File: src/rtl/prd_dma_pkg.sv
package prd_dma_pkg;
  localparam int unsigned REG_CMD = 0;
  localparam int unsigned REG_STS = 2;
  localparam int unsigned REG_PTR = 4;

  localparam int CMD_GO    = 0;
  localparam int CMD_TOMEM = 3;
  localparam int STS_ACT   = 0;
  localparam int STS_ERR   = 1;
  localparam int STS_IRQ   = 2;
  localparam int DESC_LAST = 31;

  typedef enum logic [2:0] {
    SQ_IDLE, SQ_DADDR, SQ_DCNT, SQ_DEVIN, SQ_MEMWR, SQ_MEMRD, SQ_DEVOUT
  } sq_state_t;
endpackage

File: src/rtl/prd_regs.sv
module prd_regs
  import prd_dma_pkg::*;
#(
  parameter int AW = 32
) (
  input  logic          clk,
  input  logic          rst,
  input  logic          io_we,
  input  logic          io_re,
  input  logic [2:0]    io_addr,
  input  logic [31:0]   io_wdata,
  output logic [31:0]   io_rdata,
  input  logic          dev_done,
  input  logic          tbl_end,
  input  logic          mem_fault,
  output logic          go,
  output logic          halt,
  output logic          to_mem,
  output logic [AW-1:0] tbl_base,
  output logic          active,
  output logic          irq
);
  logic start_q, err_q, intr_q;
  logic wr_cmd, wr_sts, wr_ptr;

  assign wr_cmd = io_we && (io_addr == 3'(REG_CMD));
  assign wr_sts = io_we && (io_addr == 3'(REG_STS));
  assign wr_ptr = io_we && (io_addr == 3'(REG_PTR));
  assign go     = wr_cmd && io_wdata[CMD_GO] && !active;
  assign halt   = wr_cmd && !io_wdata[CMD_GO];
  assign irq    = intr_q;

  always_ff @(posedge clk) begin
    if (rst) begin
      start_q  <= 1'b0;
      to_mem   <= 1'b0;
      tbl_base <= '0;
      active   <= 1'b0;
      err_q    <= 1'b0;
      intr_q   <= 1'b0;
      io_rdata <= '0;
    end else begin
      if (wr_cmd) start_q <= io_wdata[CMD_GO];
      if (wr_cmd && !active) to_mem <= io_wdata[CMD_TOMEM];
      if (wr_ptr) tbl_base <= io_wdata[AW-1:0];

      if (halt) active <= 1'b0;
      else if (go) active <= 1'b1;
      else if (tbl_end || mem_fault) active <= 1'b0;

      if (mem_fault) err_q <= 1'b1;
      else if (wr_sts && io_wdata[STS_ERR]) err_q <= 1'b0;

      if (dev_done || mem_fault) intr_q <= 1'b1;
      else if (wr_sts && io_wdata[STS_IRQ]) intr_q <= 1'b0;

      if (io_re) begin
        case (io_addr)
          3'(REG_CMD): io_rdata <= {28'd0, to_mem, 2'd0, start_q};
          3'(REG_STS): io_rdata <= {29'd0, intr_q, err_q, active};
          3'(REG_PTR): io_rdata <= 32'(tbl_base);
          default:     io_rdata <= '0;
        endcase
      end
    end
  end
endmodule

File: src/rtl/prd_seq.sv
module prd_seq
  import prd_dma_pkg::*;
#(
  parameter int AW = 32,
  parameter int DW = 16,
  parameter int CW = 16
) (
  input  logic          clk,
  input  logic          rst,
  input  logic          go,
  input  logic          halt,
  input  logic          to_mem,
  input  logic [AW-1:0] tbl_base,
  output logic          mem_req,
  output logic          mem_we,
  output logic [AW-1:0] mem_addr,
  output logic [31:0]   mem_wdata,
  input  logic [31:0]   mem_rdata,
  input  logic          mem_ack,
  input  logic          mem_err,
  input  logic          dev_rvalid,
  output logic          dev_rready,
  input  logic [DW-1:0] dev_rdata,
  output logic          dev_wvalid,
  input  logic          dev_wready,
  output logic [DW-1:0] dev_wdata,
  output logic          tbl_end,
  output logic          mem_fault
);
  localparam int STEP = DW / 8;
  localparam int RW   = CW + 1;

  sq_state_t      st;
  logic [AW-1:0]  dptr, baddr;
  logic [RW-1:0]  remain;
  logic           last_desc;
  logic [DW-1:0]  word;
  logic           step, fin;

  function automatic logic [RW-1:0] decode_len(input logic [31:0] w);
    logic [CW-1:0] f;
    f = w[CW-1:0] & ~CW'(STEP - 1);
    return (f == '0) ? (RW'(1) << CW) : {1'b0, f};
  endfunction

  assign step       = (st == SQ_MEMWR && mem_ack && !mem_err) ||
                      (st == SQ_DEVOUT && dev_wready);
  assign fin        = (remain == RW'(STEP));
  assign dev_rready = (st == SQ_DEVIN);
  assign dev_wvalid = (st == SQ_DEVOUT);
  assign dev_wdata  = word;
  assign mem_wdata  = 32'(word);

  always_ff @(posedge clk) begin
    if (rst) begin
      st        <= SQ_IDLE;
      dptr      <= '0;
      baddr     <= '0;
      remain    <= '0;
      last_desc <= 1'b0;
      word      <= '0;
      mem_req   <= 1'b0;
      mem_we    <= 1'b0;
      mem_addr  <= '0;
      tbl_end   <= 1'b0;
      mem_fault <= 1'b0;
    end else begin
      tbl_end   <= 1'b0;
      mem_fault <= 1'b0;
      if (halt) begin
        st      <= SQ_IDLE;
        mem_req <= 1'b0;
        mem_we  <= 1'b0;
      end else if (step) begin
        baddr  <= baddr + AW'(STEP);
        remain <= remain - RW'(STEP);
        mem_we <= 1'b0;
        if (fin && last_desc) begin
          tbl_end <= 1'b1;
          mem_req <= 1'b0;
          st      <= SQ_IDLE;
        end else if (fin) begin
          mem_addr <= dptr;
          mem_req  <= 1'b1;
          st       <= SQ_DADDR;
        end else if (to_mem) begin
          mem_req <= 1'b0;
          st      <= SQ_DEVIN;
        end else begin
          mem_addr <= baddr + AW'(STEP);
          mem_req  <= 1'b1;
          st       <= SQ_MEMRD;
        end
      end else begin
        case (st)
          SQ_IDLE: if (go) begin
            dptr     <= tbl_base;
            mem_addr <= tbl_base;
            mem_req  <= 1'b1;
            mem_we   <= 1'b0;
            st       <= SQ_DADDR;
          end
          SQ_DADDR: if (mem_ack) begin
            if (mem_err) begin
              mem_fault <= 1'b1;
              mem_req   <= 1'b0;
              st        <= SQ_IDLE;
            end else begin
              baddr    <= mem_rdata[AW-1:0] & ~AW'(STEP - 1);
              mem_addr <= dptr + AW'(4);
              st       <= SQ_DCNT;
            end
          end
          SQ_DCNT: if (mem_ack) begin
            if (mem_err) begin
              mem_fault <= 1'b1;
              mem_req   <= 1'b0;
              st        <= SQ_IDLE;
            end else begin
              remain    <= decode_len(mem_rdata);
              last_desc <= mem_rdata[DESC_LAST];
              dptr      <= dptr + AW'(8);
              if (to_mem) begin
                mem_req <= 1'b0;
                st      <= SQ_DEVIN;
              end else begin
                mem_addr <= baddr;
                st       <= SQ_MEMRD;
              end
            end
          end
          SQ_DEVIN: if (dev_rvalid) begin
            word     <= dev_rdata;
            mem_addr <= baddr;
            mem_we   <= 1'b1;
            mem_req  <= 1'b1;
            st       <= SQ_MEMWR;
          end
          SQ_MEMWR: if (mem_ack && mem_err) begin
            mem_fault <= 1'b1;
            mem_req   <= 1'b0;
            mem_we    <= 1'b0;
            st        <= SQ_IDLE;
          end
          SQ_MEMRD: if (mem_ack) begin
            mem_req <= 1'b0;
            if (mem_err) begin
              mem_fault <= 1'b1;
              st        <= SQ_IDLE;
            end else begin
              word <= mem_rdata[DW-1:0];
              st   <= SQ_DEVOUT;
            end
          end
          default: ;
        endcase
      end
    end
  end
endmodule

File: src/rtl/prd_dma_engine.sv
module prd_dma_engine #(
  parameter int AW = 32,
  parameter int DW = 16,
  parameter int CW = 16
) (
  input  logic          clk,
  input  logic          rst,
  input  logic          io_we,
  input  logic          io_re,
  input  logic [2:0]    io_addr,
  input  logic [31:0]   io_wdata,
  output logic [31:0]   io_rdata,
  output logic          mem_req,
  output logic          mem_we,
  output logic [AW-1:0] mem_addr,
  output logic [31:0]   mem_wdata,
  input  logic [31:0]   mem_rdata,
  input  logic          mem_ack,
  input  logic          mem_err,
  input  logic          dev_rvalid,
  output logic          dev_rready,
  input  logic [DW-1:0] dev_rdata,
  output logic          dev_wvalid,
  input  logic          dev_wready,
  output logic [DW-1:0] dev_wdata,
  input  logic          dev_done,
  output logic          irq
);
  logic          go_w, halt_w, to_mem_w, active_w, tbl_end_w, fault_w;
  logic [AW-1:0] base_w;

  prd_regs #(.AW(AW)) u_regs (
    .clk(clk), .rst(rst), .io_we(io_we), .io_re(io_re), .io_addr(io_addr),
    .io_wdata(io_wdata), .io_rdata(io_rdata), .dev_done(dev_done),
    .tbl_end(tbl_end_w), .mem_fault(fault_w), .go(go_w), .halt(halt_w),
    .to_mem(to_mem_w), .tbl_base(base_w), .active(active_w), .irq(irq)
  );

  prd_seq #(.AW(AW), .DW(DW), .CW(CW)) u_seq (
    .clk(clk), .rst(rst), .go(go_w), .halt(halt_w), .to_mem(to_mem_w),
    .tbl_base(base_w), .mem_req(mem_req), .mem_we(mem_we),
    .mem_addr(mem_addr), .mem_wdata(mem_wdata), .mem_rdata(mem_rdata),
    .mem_ack(mem_ack), .mem_err(mem_err), .dev_rvalid(dev_rvalid),
    .dev_rready(dev_rready), .dev_rdata(dev_rdata), .dev_wvalid(dev_wvalid),
    .dev_wready(dev_wready), .dev_wdata(dev_wdata), .tbl_end(tbl_end_w),
    .mem_fault(fault_w)
  );
endmodule

File: config.mk
export PLATFORM = sky130hd
export DESIGN_NAME = prd_dma_engine
export DESIGN_NICKNAME = d
export VERILOG_FILES = /design/src/rtl/prd_dma_pkg.sv /design/src/rtl/prd_regs.sv /design/src/rtl/prd_seq.sv /design/src/rtl/prd_dma_engine.sv
export SDC_FILE = /design/constraint.sdc
export NUM_CORES = 1
export LEC_CHECK = 0
export BUFFER_PORTS_ARGS = -buffer_cell sky130_fd_sc_hd__buf_2
export CORE_MARGIN = 3
export CORE_UTILIZATION = 30
export CTS_BUF_LIST = sky130_fd_sc_hd__clkbuf_2 sky130_fd_sc_hd__clkbuf_4 sky130_fd_sc_hd__clkbuf_8
export DETAILED_ROUTE_END_ITERATION = 16
export MAX_ROUTING_LAYER = met4
export PLACE_DENSITY_LB_ADDON = 0.15
export SYNTH_ARGS = -nofsm -noshare
export SYNTH_HDL_FRONTEND = slang
export SYNTH_SLANG_ARGS = --single-unit
File: constraint.sdc
create_clock -name clk -period 3.3 [get_ports clk]
set_clock_uncertainty 0.2 [all_clocks]
set_input_delay 0.495 -clock clk [delete_from_list [all_inputs] [get_ports clk]]
set_output_delay 0.495 -clock clk [all_outputs]
set_load 0.05 [all_outputs]
Yosys cells after proc, flatten, opt, wreduce, memory -nomap -nowiden. Cells that the tools add are included.

Bitwise operators: 3. $mul: 0. Add/subtract/negate cells: 4. Div/mod/pow operators: 0. Magnitude comparators: 0. Equal/unequal tests: 30. Reduce and logical (&&, ||, !) cells: 47. Multiplexer cells: 70. Shifts and indexed selects: 0.

Operator list (count): 2-to-1 mux 32 bit (17); one-hot mux 32 bit (4 select lines) (1); one-hot mux 32 bit (3 select lines) (1); 2-to-1 mux 17 bit (5); one-hot mux 32 bit (2 select lines) (1); 2-to-1 mux 16 bit (3); 2-to-1 mux 3 bit (12); adder 32 x 2 -> 32 bit, second input constant (1); adder 32 x 3 -> 32 bit, second input constant (1); adder 32 x 4 -> 32 bit, second input constant (1); one-hot mux 16 bit (2 select lines) (1); inequality test 3 x 2 -> 1 bit, second input constant (10); 2-to-1 mux 1 bit (24); one-hot mux 3 bit (6 select lines) (1); equality test 17 x 2 -> 1 bit, second input constant (1); subtractor 17 x 2 -> 17 bit, second input constant (1); zero test 16 bit (1); inequality test 2 bit, second input constant (8); nonzero test 2 bit (8); logical AND 1 bit (14); equality test 3 bit, second input constant (4); AND reduction 4 bit (3); AND reduction 6 bit (2); AND reduction 11 bit (1); 21 further kinds (32).

Bits in writable memories: 0. ROM bits: 0. Memories kept: 0. Latch bits: 0. Bits in registers: 206.

Longest topological paths before layout.
Depth in word-level cells: 7. Depth in mapped cells: 10. Mapped depth without buffers: 8.

By module. Synthesis repeated with hierarchy kept, for this count alone.

Cell total of the unflattened synthesis: 1667. Area total of the unflattened synthesis: 12363.1 µm².

Modules (own cells, without submodules): prd_seq (times used 1, area each 9715.6 µm², cells an instance 1351, seq. area each 2702.6 µm²); prd_regs (times used 1, area each 2647.5 µm², cells an instance 316, seq. area each 1381.3 µm²).

Worst setup path after synthesis. Ideal clock, no wire load.

Kind: input-to-reg. Start: in mem_err. End: reg u_seq.mem_addr[14]. Setup slack: 0.703 ns. Arrival: 2.327 ns. Cell stages on the path: 8. Setup time: 0.070 ns. Cell sequence: buf_2 or3b_4 a21o_1 buf_2 nor2_4 o211ai_4 or4_1 a21oi_1.

Longest elaborated chain between the ends: 5.

Ends and longest elaborated chain: from (decl) (line prd_dma_engine.sv:19) `input logic mem_err,`; zero test 1 bit (line prd_seq.sv:46) `assign step = (st == SQ_MEMWR && mem_ack && !mem_err) ||`; logical AND 1 bit (line prd_seq.sv:46); logical OR 1 bit (line prd_seq.sv:46); inequality test 3 bit (no source line) (tied with other cells); AND reduction 11 bit (no source line); to (signal assigned) (line prd_seq.sv:83) `mem_addr <= dptr;`; to (signal assigned) (line prd_seq.sv:90) `mem_addr <= baddr + AW'(STEP);`; to (signal assigned) (line prd_seq.sv:98) `mem_addr <= tbl_base;`; to (decl) (line prd_seq.sv:16) `output logic [AW-1:0] mem_addr,`.

Parallel ways exist; a longest one is shown, timed or not. A chain may end at the register's enable or synchronous reset.

Worst setup path after layout.
Start: reg u_seq.st[2]. End: reg u_seq.word[3], in the netlist u_seq.dev_wdata[3].

Longest elaborated chain between the ends: 6.

Ends and longest elaborated chain: from (decl) (line prd_seq.sv:33) `sq_state_t st;`; from (signal assigned) (line prd_seq.sv:56) `st <= SQ_IDLE;`; from (signal assigned) (line prd_seq.sv:71) `st <= SQ_IDLE;`; from (signal assigned) (line prd_seq.sv:81) `st <= SQ_IDLE;`; equality test 3 bit (line prd_seq.sv:46); logical AND 1 bit (2 in a row) (line prd_seq.sv:46); logical OR 1 bit (line prd_seq.sv:46); NOT 1 bit (no source line); AND reduction 6 bit (no source line); to (signal assigned) (line prd_seq.sv:133) `word <= dev_rdata;`; to (signal assigned) (line prd_seq.sv:151) `word <= mem_rdata[DW-1:0];`; to (decl) (line prd_seq.sv:37) `logic [DW-1:0] word;`.

Parallel ways exist; a longest one is shown, timed or not.

==> flow_summary.json <==
{
  "status": "finished, final reports clean",
  "groute.layer.met2.usage_pct": 32.3,
  "mostFrequentLayoutCell": "nand2_1",
  "global_route_wire_length_before_repair_um": 76400,
  "routed_wire_length_per_instance_um": 20.1,
  "core.rowCount": 73,
  "groute.layer.met3.usage_pct": 3.15,
  "grt_antenna_before_repair": 0,
  "power.total_mw": 8.00,
  "gr-usage-met1_pct": 33.0,
  "ioPinCount": 209,
  "critPathCaptureType": "register",
  "required_ps": 3630,
  "cts_tree": "built",
  "commonest_non_fill_non_tap_cells_in_the_layout": "nand2_1 (235), dfxtp_1 (203), a21oi_1 (195)",
  "clock-root-buffer": "clkbuf_8",
  "design.core.area_mm2": 0.0398,
  "power_leakage_nw": 5.71,
  "detailedRoute.firstIterationViolations": 1224,
  "post-dp-hpwl_um": 34700,
  "antenna_cells_inserted": 0,
  "timing_hold_violations_final": 0,
  "grtUsageTotal_pct": 22.7,
  "synthesis.area_mm2": 0.0121,
  "path_class": "reg -> reg",
  "post-route-drc-count": 0,
  "final_min_period_over_clock_period_pct": 92.3,
  "worst_max_slew_pin_slew_ps": 863,
  "grt.overflow.total": 0,
  "layout_min_cycle_time_ps": 3050,
  "clock_latency_at_the_later_pin_of_the_worst_skew_pair_ps": 600,
  "path_max_fanout": 32,
  "ys_types": 78,
  "number_of_buffers_inserted_during_clock_tree_synthesis": 42,
  "cts.clk_slew.worst_paths_ps": 60,
  "seq_area_frac_synth_pct": 33.6,
  "slew_viol_final": 0,
  "synthToLayoutAreaGrowth_pct": 24.7,
  "hold_path_class": "in -> reg",
  "clkSinkCount": 204,
  "via_count": 13200,
  "ys_dominant_reg_cell": "dfxtp_1",
  "vdd.ir_drop.worst_v": 0.000250,
  "post_synth_edffs": 0,
  "synthesis.yosys.warnings": 0,
  "hold-path-cell-count": 3,
  "setup-tns-final_ps": 0,
  "worst_case_clock_buffer_depth": 3,
  "grt_max_degree": 106,
  "fmax_ghz": 0.328,
  "register_bit_count_reported_by_yosys": 204,
  "syn_inst": 1681,
  "grt_pass1_vias": 12600,
  "drive_gt1_share_pct": 19.9,
  "buffers_added_on_ports": 192,
  "routed_wl_um": 48900,
  "grt-busiest-layer": "met1",
  "drtAntennaViolNets": 0,
  "initial_utilization_pct": 30.5,
  "nNetsFinal": 1972,
  "maxCapViolCount": 0,
  "p_per_area_mw_per_mm2": 529,
  "design.die.area_mm2": 0.0429,
  "floorplan.die.width_um": 207,
  "critical_path.startpoint_type": "register",
  "cp_data_arrival_time_ps": 3380,
  "grt_setup_unrepaired": "no",
  "synth_async_sr_flop_share_pct": 0,
  "via_per_inst": 5.43,
  "die_h_um": 207,
  "globalplace.congestion": 0.904,
  "drt_pass1_iterations": 5,
  "post-route-util_pct": 38.0,
  "clock_tree.htree_level_count": 2,
  "timing.reg2reg.worst_path_depth": 8,
  "worst_max_slew_margin_expressed_relative_to_the_limit_pct": 41.9,
  "average_cell_area_after_synthesis_um2": 7.22,
  "setup_violations": 0
}
-- per-layer routing --
layer | share of wire [%] | vias to the layer above
li1 | - | 6427
met1 | 49 | 6295
met2 | 43 | 430
met3 | 5.2 | 77
met4 | 3.0 | 0
met5 | 0 | -
-- synthesized netlist by cell type (26+ instances only) --
cell      number  share of area [%]
buf_2         34                1.4
buf_4         35                2.2
o21ai_0      102                4.2
nand2_1      236                7.3
nand4_1       37                1.9
nor2_1       184                5.7
a211oi_1      26                1.6
nand3_1       70                2.9
nor3_1        37                1.5
dfxtp_1      204                 34
clkbuf_1     109                3.4
a21oi_1      196                8.1
nor2b_1       37                1.9
xnor2_1       26                1.9
-- metrics by stage --
| stage | setup WS (ps) | instance area, um^2 | std cells | hold slack, ps |
|---|---|---|---|---|
| 2_1_floorplan | 703 | 12200 | 1696 | 225 |
| 3_3_place_gp | 210 | 13600 | 2302 | 252 |
| 3_5_place_dp | 119 | 13600 | 2302 | 249 |
| 4_1_cts | 216 | 15100 | 2435 | 0.125 |
| 5_1_grt | 85.6 | 15100 | 2435 | 13.7 |
| 6_report | 253 | 15100 | 2435 | 43.5 |
-- worst max-delay path: stages, from the launching register on --
cell           delay [ps]
dfxtp_1               550
buf_6                 300
inv_1                 140
or3_1                 430
a21oi_2               130
buf_4                 320
nor2_1                 70
a311oi_1              260
dlygate4sd3_1         590
-- repair_timing --
| action | CTS | global route |
|---|---|---|
| hold endpoints to repair | 50 | 0 |
| setup endpoints to repair | 0 | 5 |
| buffers inserted | 0 | 0 |
| hold buffers | 55 | 0 |
| resized for setup | 0 | 3 |
-- path summary, 6_finish.rpt --
kind	from	to	slack, ps
max	u_seq.st[2]$_SDFFE_PP0P_	u_seq.dev_wdata[3]$_SDFFE_PP0P_	250
min	mem_rdata[9]	u_seq.dev_wdata[9]$_SDFFE_PP0P_	40
max reg2reg	u_seq.st[2]$_SDFFE_PP0P_	u_seq.dev_wdata[3]$_SDFFE_PP0P_	250
min reg2reg	u_seq.mem_addr[23]$_SDFFE_PP0P_	u_seq.mem_addr[23]$_SDFFE_PP0P_	260
-- flip-flops by register name (all words and copies together), names as in the netlist, 3 cells and up --
| register | cells |
|---|---|
| u_regs.tbl_base | 32 |
| u_seq.dev_wdata | 16 |
| u_regs.io_rdata | 32 |
| u_seq.mem_addr | 32 |
| u_seq.remain | 16 |
| u_seq.st | 3 |
| u_seq.baddr | 31 |
| u_seq.dptr | 32 |
-- cell type report --
class                      instances  area, um^2
multi-input combinational       1291        7220
clock inverter                    11         116
sequential                       204        4090
timing repair buffer             322        2160
tap                              525         657
clock buffer                      67         847
inverter                          15        56.3
fill                            4375       24700
-- cell families after synthesis --
logic type	count (synthesis)	share of synthesized area [%]
compound gates	515	27.0
xor+xnor	40	2.89
fa+ha+maj	4	0.412
buf+inv	201	7.66
flops	204	33.6
mux	8	0.660
other cells	1	0.0309
simple gates	708	27.7
-- power breakdown --
group / total (mW) / switching, mW / internal, mW / leakage (nW)
Combinational: 2.11 / 1.42 / 0.688 / 3.55
Clock: 3.03 / 1.24 / 1.79 / 0.503
Sequential: 2.86 / 0.240 / 2.62 / 1.65
Note: power is estimated with default switching activity, not from simulation.
